==> src/rtl/dtb_pkg.sv <==
package dtb_pkg;

  typedef enum logic [1:0] {
    OWN_NONE  = 2'd0,
    OWN_LEFT  = 2'd1,
    OWN_RIGHT = 2'd2
  } owner_e;

  // Next holder of a token from the current holder and both sides' wishes.
  // A holder that still wants the token keeps it; otherwise the left side
  // has priority over the right side.
  function automatic owner_e pick_owner(owner_e cur, logic want_l, logic want_r);
    owner_e nxt;
    if (cur == OWN_LEFT && want_l)        nxt = OWN_LEFT;
    else if (cur == OWN_RIGHT && want_r)  nxt = OWN_RIGHT;
    else if (want_l)                      nxt = OWN_LEFT;
    else if (want_r)                      nxt = OWN_RIGHT;
    else                                  nxt = OWN_NONE;
    return nxt;
  endfunction

  // Next state of one side's wish bit.
  function automatic logic next_want(logic cur, logic req, logic rel);
    logic nxt;
    if (req)      nxt = 1'b1;
    else if (rel) nxt = 1'b0;
    else          nxt = cur;
    return nxt;
  endfunction

endpackage

==> src/rtl/dtb_port_dec.sv <==
module dtb_port_dec #(
  parameter int NTOK   = 8,
  parameter int ADDR_W = 14,
  parameter int DATA_W = 16,
  localparam int IDX_W = $clog2(NTOK)
) (
  input  logic              sel,
  input  logic              wr,
  input  logic [ADDR_W-1:0] addr,
  input  logic [DATA_W-1:0] wdata,
  output logic [IDX_W-1:0]  idx,
  output logic              rd,
  output logic [NTOK-1:0]   req_v,
  output logic [NTOK-1:0]   rel_v
);

  logic wr_hit;
  logic unused_bits;

  assign idx         = addr[IDX_W-1:0];
  assign rd          = sel & ~wr;
  assign wr_hit      = sel & wr;
  assign unused_bits = ^{addr[ADDR_W-1:IDX_W], wdata[DATA_W-1:1]};

  for (genvar k = 0; k < NTOK; k++) begin : g_tok
    logic hit;
    assign hit      = wr_hit & (idx == IDX_W'(k));
    assign req_v[k] = hit & ~wdata[0];
    assign rel_v[k] = hit &  wdata[0];
  end

endmodule

==> src/rtl/dtb_token.sv <==
module dtb_token
  import dtb_pkg::*;
(
  input  logic clk,
  input  logic rst_n,
  input  logic l_req,
  input  logic l_rel,
  input  logic r_req,
  input  logic r_rel,
  output logic own_l,
  output logic own_r,
  output logic pend_l,
  output logic pend_r
);

  logic   want_l, want_r;
  logic   want_l_n, want_r_n;
  owner_e owner, owner_n;

  always_comb begin
    want_l_n = next_want(want_l, l_req, l_rel);
    want_r_n = next_want(want_r, r_req, r_rel);
    owner_n  = pick_owner(owner, want_l_n, want_r_n);
  end

  always_ff @(posedge clk or negedge rst_n) begin
    if (!rst_n) begin
      want_l <= 1'b0;
      want_r <= 1'b0;
      owner  <= OWN_NONE;
    end else begin
      want_l <= want_l_n;
      want_r <= want_r_n;
      owner  <= owner_n;
    end
  end

  assign own_l  = (owner == OWN_LEFT);
  assign own_r  = (owner == OWN_RIGHT);
  assign pend_l = want_l & ~own_l;
  assign pend_r = want_r & ~own_r;

endmodule

==> src/rtl/dtb_rd_reg.sv <==
module dtb_rd_reg #(
  parameter int NTOK   = 8,
  parameter int DATA_W = 16,
  localparam int IDX_W = $clog2(NTOK)
) (
  input  logic              clk,
  input  logic              rst_n,
  input  logic              rd,
  input  logic [IDX_W-1:0]  idx,
  input  logic [NTOK-1:0]   own,
  output logic [DATA_W-1:0] rdata
);

  logic flag_q;

  always_ff @(posedge clk or negedge rst_n) begin
    if (!rst_n)  flag_q <= 1'b1;
    else if (rd) flag_q <= ~own[idx];
  end

  assign rdata = {DATA_W{flag_q}};

endmodule

==> src/rtl/dual_token_bank.sv <==
module dual_token_bank #(
  parameter int NTOK   = 8,
  parameter int ADDR_W = 14,
  parameter int DATA_W = 16
) (
  input  logic              clk,
  input  logic              rst_n,
  input  logic              lft_sel,
  input  logic              lft_wr,
  input  logic [ADDR_W-1:0] lft_addr,
  input  logic [DATA_W-1:0] lft_wdata,
  output logic [DATA_W-1:0] lft_rdata,
  input  logic              rgt_sel,
  input  logic              rgt_wr,
  input  logic [ADDR_W-1:0] rgt_addr,
  input  logic [DATA_W-1:0] rgt_wdata,
  output logic [DATA_W-1:0] rgt_rdata
);

  localparam int IDX_W = $clog2(NTOK);

  logic [IDX_W-1:0] l_idx, r_idx;
  logic             l_rd, r_rd;
  logic [NTOK-1:0]  l_req, l_rel, r_req, r_rel;
  logic [NTOK-1:0]  own_l, own_r, pend_l, pend_r;

  dtb_port_dec #(.NTOK(NTOK), .ADDR_W(ADDR_W), .DATA_W(DATA_W)) u_dec_l (
    .sel(lft_sel), .wr(lft_wr), .addr(lft_addr), .wdata(lft_wdata),
    .idx(l_idx), .rd(l_rd), .req_v(l_req), .rel_v(l_rel)
  );

  dtb_port_dec #(.NTOK(NTOK), .ADDR_W(ADDR_W), .DATA_W(DATA_W)) u_dec_r (
    .sel(rgt_sel), .wr(rgt_wr), .addr(rgt_addr), .wdata(rgt_wdata),
    .idx(r_idx), .rd(r_rd), .req_v(r_req), .rel_v(r_rel)
  );

  for (genvar k = 0; k < NTOK; k++) begin : g_tok
    dtb_token u_tok (
      .clk(clk), .rst_n(rst_n),
      .l_req(l_req[k]), .l_rel(l_rel[k]),
      .r_req(r_req[k]), .r_rel(r_rel[k]),
      .own_l(own_l[k]), .own_r(own_r[k]),
      .pend_l(pend_l[k]), .pend_r(pend_r[k])
    );
  end

  dtb_rd_reg #(.NTOK(NTOK), .DATA_W(DATA_W)) u_rd_l (
    .clk(clk), .rst_n(rst_n), .rd(l_rd), .idx(l_idx), .own(own_l), .rdata(lft_rdata)
  );

  dtb_rd_reg #(.NTOK(NTOK), .DATA_W(DATA_W)) u_rd_r (
    .clk(clk), .rst_n(rst_n), .rd(r_rd), .idx(r_idx), .own(own_r), .rdata(rgt_rdata)
  );

endmodule

==> config.mk <==
export PLATFORM = sky130hd
export DESIGN_NAME = dual_token_bank
export DESIGN_NICKNAME = d
export VERILOG_FILES = /design/src/rtl/dtb_pkg.sv /design/src/rtl/dtb_port_dec.sv /design/src/rtl/dtb_token.sv /design/src/rtl/dtb_rd_reg.sv /design/src/rtl/dual_token_bank.sv
export SDC_FILE = /design/constraint.sdc
export NUM_CORES = 1
export LEC_CHECK = 0
export BUFFER_PORTS_ARGS = -buffer_cell sky130_fd_sc_hd__clkbuf_2
export CORE_MARGIN = 2
export CORE_UTILIZATION = 49
export DETAILED_ROUTE_END_ITERATION = 7
export PLACE_DENSITY = 0.88
export SKIP_CTS_REPAIR_TIMING = 1
export SLEW_MARGIN = 20
export SYNTH_ARGS = -nofsm -noshare
export SYNTH_HDL_FRONTEND = slang
export SYNTH_SLANG_ARGS = --single-unit
==> constraint.sdc <==
create_clock -name clk -period 2 [get_ports clk]
set_input_delay 0.6 -clock clk [delete_from_list [all_inputs] [get_ports clk]]
set_output_delay 0.6 -clock clk [all_outputs]
set_load 0.03 [all_outputs]
==> results.json, run 1 <==
{
  "via_per_inst": 5.22,
  "timing.setup.tns_ns": 0,
  "finalNonFillerCells": 242,
  "cts_buffers": 5,
  "cp_data_required_time_ns": 1.40,
  "htree_levels": 2,
  "crit_family": "flip-flops",
  "clockPowerShare_pct": 22.6,
  "whs_ns": 0.329,
  "p_sw_mw": 0.830,
  "hold_viol_final": 0,
  "vias": 1264,
  "p_seq_share_pct": 43.1,
  "max_stage_delay_ns": 0.67,
  "timing.final.crit_share_pct": 90.0,
  "ioPinCount": 98,
  "clock_skew_ns": 0.00888,
  "nets": 259,
  "avgRoutedWirePerCell_microns": 13.9,
  "path_clk_slew_ns": 0.07,
  "cp-start-kind": "flop",
  "leakagePower_nw": 0.915,
  "antenna_found_initial": 0,
  "peakVddDrop_mv": 0.511,
  "ys_seq_area_share_pct": 45.2,
  "synth.cell_area_sq_um": 1890,
  "synth_seq_cells": 34,
  "grt_usage_pct": 16.6,
  "cp.arrival_ns": 1.20,
  "fmax_ghz": 0.556,
  "finalMaxSlewViolations": 0,
  "cts_sinks": 34,
  "path_buf_inv": 1,
  "endpoint_kind": "primary output",
  "setup_violations": 0,
  "avgSynthCellArea_sq_um": 10.7,
  "layout-drive-gt1-share_pct": 37.1,
  "async_reset_ff_share_pct": 100,
  "synth_nets": 242,
  "crit_path_max_fanout": 17,
  "fillers": 340,
  "ys_types": 34,
  "switching_share_pct": 38.6,
  "grt_max_degree": 35,
  "total_power_mw": 2.15,
  "start_util_pct": 51.2,
  "place.gp.congestion": 0.775,
  "grt_pass1_vias": 1137,
  "pwr-share-comb_pct": 34.3,
  "cts_tree": "built",
  "critical_path.slowest_cell": "dfstp_2",
  "finalCriticalPeriod_ns": 1.80,
  "ant_nets": 0,
  "min_path_type": "in2async",
  "synth_edf_count": 0,
  "antennaDiodeCount": 0,
  "area_growth_pct": 6.23,
  "status": "finished, final reports clean",
  "internal-power_mw": 1.32,
  "max-slew-margin-rel_pct": 64.7,
  "rows": 22,
  "path_class": "reg2out",
  "worst_slew_pin_slew_ns": 0.525,
  "firstDrtPassIters": 6,
  "die_w_microns": 66.1,
  "grt_pass1_wl_microns": 5280,
  "drt_iter0_markers": 62,
  "overflow": 0,
  "die_area_sq_um": 4370,
  "drc": 0,
  "synthCells": 176,
  "dp_cells": 234,
  "clockBufferDepth": 2,
  "dp_hpwl_microns": 2490,
  "postLayoutCoreUtil_pct": 54.4,
  "powerDensity_nw_per_um2": 1070,
  "synth_ff_type": "dfrtp_1",
  "crit_chain": "clkbuf_2",
  "clk-insertion-delay-late_ns": 0.29,
  "grt_setup_unrepaired": "false",
  "io_buffer_count": 45,
  "drt_wl_total_microns": 3360,
  "max_cap_violations": 0,
  "die_h_microns": 66.1,
  "core_area_sq_um": 3690,
  "cts_root_buf": "clkbuf_8",
  "ys_warn_count": 0
}
synth_stat cells, types with 2 or more instances:
library cell  count  area share, %
or2_0             2           0.66
buf_4            32             13
dfrtp_1          32             42
nor2_1            5           0.99
o21ai_1           3           0.79
o21ai_0          14            3.7
nor2b_1           8            2.7
o22ai_1           3           0.99
nand2_1           3           0.60
o31ai_2          13            8.6
buf_2             2           0.53
a21boi_1         14            5.6
dfstp_2           2            2.8
a21boi_0          2           0.79
a21oi_1           4            1.1
nand2b_1         13            4.3
o31ai_1           3            1.2
nand3b_4          2            2.1
inv_1             4           0.79
layout by cell type (no fill, tap or decap), types with 2 or more instances in the layout:
cell type / instances
o21ai_1: 3
a21boi_1: 14
nand2b_1: 13
nand3b_4: 2
a21oi_1: 4
a21boi_0: 2
clkbuf_2: 45
or2_0: 2
nor2_1: 5
o31ai_2: 13
dfstp_2: 2
inv_1: 4
clkbuf_8: 5
o21ai_0: 14
dfrtp_1: 32
o31ai_1: 3
nor2b_1: 8
o22ai_1: 3
nand2_1: 3
clkinv_2: 2
final timing paths:
kind                            slack (ns)  depth (start not counted)                       to               startpoint
worst max-delay path                  0.20                          1             lft_rdata[3]            u_rd_l.flag_q
worst min-delay path                  0.33                          2  g_tok[0].u_tok.owner[1]                    rst_n
worst max register to register        0.67                          4            u_rd_l.flag_q  g_tok[3].u_tok.owner[1]
worst min register to register        0.52                          2    g_tok[4].u_tok.want_r    g_tok[4].u_tok.want_r
max in group asynchronous             1.32                          2            u_rd_l.flag_q                    rst_n
min in group clk                      0.52                          2    g_tok[4].u_tok.want_r    g_tok[4].u_tok.want_r
area by class of cell:
cell class / count / area [sq um] / share of cell area, %
clock buffer: 6 / 72.6 / 3.62
clock inverter: 2 / 10.0 / 0.499
inverter: 4 / 15.0 / 0.749
multi-input combinational: 102 / 762 / 38.0
sequential: 34 / 853 / 42.5
tap: 48 / 60.1 / 2.99
timing repair buffer: 46 / 233 / 11.6
registers in the layout (all words and copies together), names as in the netlist:
signal              count
u_rd_l.flag_q           1
g_tok.u_tok.want_r      8
u_rd_r.flag_q           1
g_tok.u_tok.want_l      8
g_tok.u_tok.owner      16
stage by stage:
| step | cell area [sq um] | worst slack (ns) |
|---|---|---|
| 2_1_floorplan | 1890 | 0.513 |
| 3_3_place_gp | 1920 | 0.181 |
| 3_5_place_dp | 1920 | 0.171 |
| 4_1_cts | 2010 | 0.174 |
| 5_1_grt | 2010 | 0.120 |
| 6_report | 2010 | 0.200 |
power groups by stage:
stage	logic [mW]	clock network (mW)	registers (mW)
after global routing	0.801	0.530	0.947
after detailed placement	0.743	0	0.940
after global placement	0.728	0	0.930
after CTS	0.746	0.500	0.929
after floorplan	0.701	0	0.920
final	0.739	0.486	0.927
per-layer routing:
layer	track usage, %	routed length, microns	up-vias
met1	21.7	1580	609
li1	-	-	627
met3	4.26	139	4
met4	6.12	41	0
met2	26.5	1600	24
met5	0	0	-
logic make-up (layout without fill, tap and decap cells):
group                  Yosys count  after routing  synth area share [%]
flip-flops                      34             34                  45.2
AO/OA/AOI/OAI                   62             62                  25.5
buffers and inverters           40             58                  14.4
AND/OR/NAND/NOR                 40             40                  14.8
(Power assumes the default switching activity.)
==> inputs of run 2 (changes only) <==
Settings changed: BUFFER_PORTS_ARGS -buffer_cell sky130_fd_sc_hd__clkbuf_2 to default, CORE_UTILIZATION 49 to 55, DONT_BUFFER_PORTS from default to 1, PLACE_DENSITY 0.88 to 0.72.
==> run 2 against run 1 <==
The run now ends with setup timing left; sequential share of layout area is 4.5 points higher; largest power group unchanged; first-iteration DRC count is 47% lower; worst setup slack worse by 0.23 ns; power is 7.8% lower.
==> results.json, run 2 (synthesized netlist as in run 1, its figures left out) <==
{
  "status": "complete, but fails checks",
  "violations": "setup timing",
  "largest-register": "g_tok.u_tok.owner",
  "peakVddDrop_mv": 0.507,
  "wl_met1_microns": 1370,
  "cts_tree": "built",
  "fillers": 305,
  "fmax_ghz": 0.493,
  "cts_sinks": 34,
  "drc": 0,
  "vias": 1091,
  "wl_met2_microns": 1590,
  "rows": 21,
  "ant_nets": 0,
  "grt_usage_pct": 18.0,
  "powerDensity_nw_per_um2": 1080,
  "ioPinCount": 98,
  "dp_cells": 188,
  "nets": 216,
  "cts_root_buf": "clkbuf_4",
  "hold_viol_final": 0,
  "path_clk_slew_ns": 0.10,
  "drt_wl_total_microns": 3180,
  "cts_buffers": 5,
  "htree_levels": 2,
  "dp_hpwl_microns": 2310,
  "crit_family": "flip-flops",
  "clock_skew_ns": 0.00534,
  "critical_path.slowest_cell": "dfstp_4",
  "grt_pass1_wl_microns": 5330,
  "path_class": "reg2out",
  "dr_wl_met3_microns": 128,
  "clockBufferDepth": 2,
  "antenna_found_initial": 0,
  "path_buf_inv": 1,
  "cp-start-kind": "flop",
  "die_area_sq_um": 3920,
  "start_util_pct": 57.0,
  "final_cell_mix": "32 x dfrtp_1, 14 x o21ai_0, 14 x a21boi_1",
  "worst_slew_pin_slew_ns": 0.431,
  "layout-drive-gt1-share_pct": 19.2,
  "cp.arrival_ns": 1.43,
  "crit_chain": "buf_16",
  "setup_violations": 32,
  "reg_top3": "g_tok.u_tok.owner: 16 flops, g_tok.u_tok.want_l: 8 flops, g_tok.u_tok.want_r: 8 flops",
  "grt_max_degree": 35,
  "grt_pass1_vias": 1162,
  "firstDrtPassIters": 4,
  "endpoint_kind": "primary output",
  "fin_ws_ns": -0.0289,
  "timing.setup.tns_ns": -0.843,
  "place.gp.congestion": 0.769,
  "max_stage_delay_ns": 0.65,
  "io_buffer_count": 0,
  "finalNonFillerCells": 197,
  "drt_iter0_markers": 33,
  "mostFrequentLayoutCell": "dfrtp_1",
  "area_growth_pct": -3.05,
  "min_path_type": "in2async",
  "crit_path_max_fanout": 16,
  "leakagePower_nw": 0.753,
  "finalMaxSlewViolations": 0,
  "cp_data_required_time_ns": 1.40,
  "routed.top_layer": "met4",
  "max_cap_violations": 0,
  "via_per_inst": 5.54,
  "finalCriticalPeriod_ns": 2.03,
  "max-slew-margin-rel_pct": 71.0,
  "die_h_microns": 62.6,
  "grt_setup_unrepaired": "true",
  "timing.final.crit_share_pct": 101,
  "avgRoutedWirePerCell_microns": 16.1,
  "overflow": 0,
  "largest_reg_flops": 16,
  "antennaDiodeCount": 0,
  "clk-insertion-delay-late_ns": 0.34,
  "die_w_microns": 62.6,
  "core_area_sq_um": 3310
}
run 2: cell types whose count changed in the layout (fill, tap and decap cells not counted), sizes merged:
cell | previous run | this run
buf | 1 | 3
clkbuf | 51 | 7
clkinv | 2 | 1
run 2: final cells by class:
cell class	count	area [sq um]	share of cell area (%)
Multi-Input combinational cell	102	762	41.6
Sequential cell	34	861	47.0
Tap cell	46	57.6	3.14
Clock buffer	7	55.1	3.01
Clock inverter	1	5.00	0.273
Inverter	4	15.0	0.820
Timing Repair Buffer	3	75.1	4.10
run 2: through the flow:
stage          cell area [sq um]  power (mW)  worst slack (ns)  hold WS, ns  utilization [%]
2_1_floorplan               1890        1.62             0.513        0.304                -
3_3_place_gp                1740        1.55             0.325        0.305             52.4
3_5_place_dp                1740        1.57             0.325        0.305             52.4
4_1_cts                     1800        1.97           -0.0709      -0.0818             54.2
5_1_grt                     1830        2.10           -0.0751       0.0523             55.3
6_report                    1830        1.98           -0.0289       0.0646             55.3
run 2: final timing paths:
check	startpoint	end	slack, ns	cells past startpoint
max in group asynchronous	rst_n	g_tok[5].u_tok.want_r	1.77	1
hold / removal	rst_n	g_tok[0].u_tok.want_l	0.06	1
setup reg to reg	g_tok[2].u_tok.owner[1]	u_rd_l.flag_q	0.77	4
hold reg to reg	g_tok[0].u_tok.want_r	g_tok[0].u_tok.want_r	0.53	2
setup / recovery	u_rd_l.flag_q	lft_rdata[9]	-0.03	1
min in group clk	rgt_wdata[0]	g_tok[6].u_tok.want_r	0.36	1
run 2: layer usage:
metal / GRT usage [%] / vias up
li1: - / 542
met1: 21.5 / 528
met2: 29.6 / 13
met3: 4.32 / 8
met4: 10.8 / 0
met5: 0 / -
run 2: report_power, final:
group | switching (mW) | internal (mW) | total (mW) | leakage (nW)
registers | 0.0754 | 0.841 | 0.916 | 0.431
clock network | 0.233 | 0.170 | 0.403 | 0.0353
logic | 0.461 | 0.202 | 0.663 | 0.286
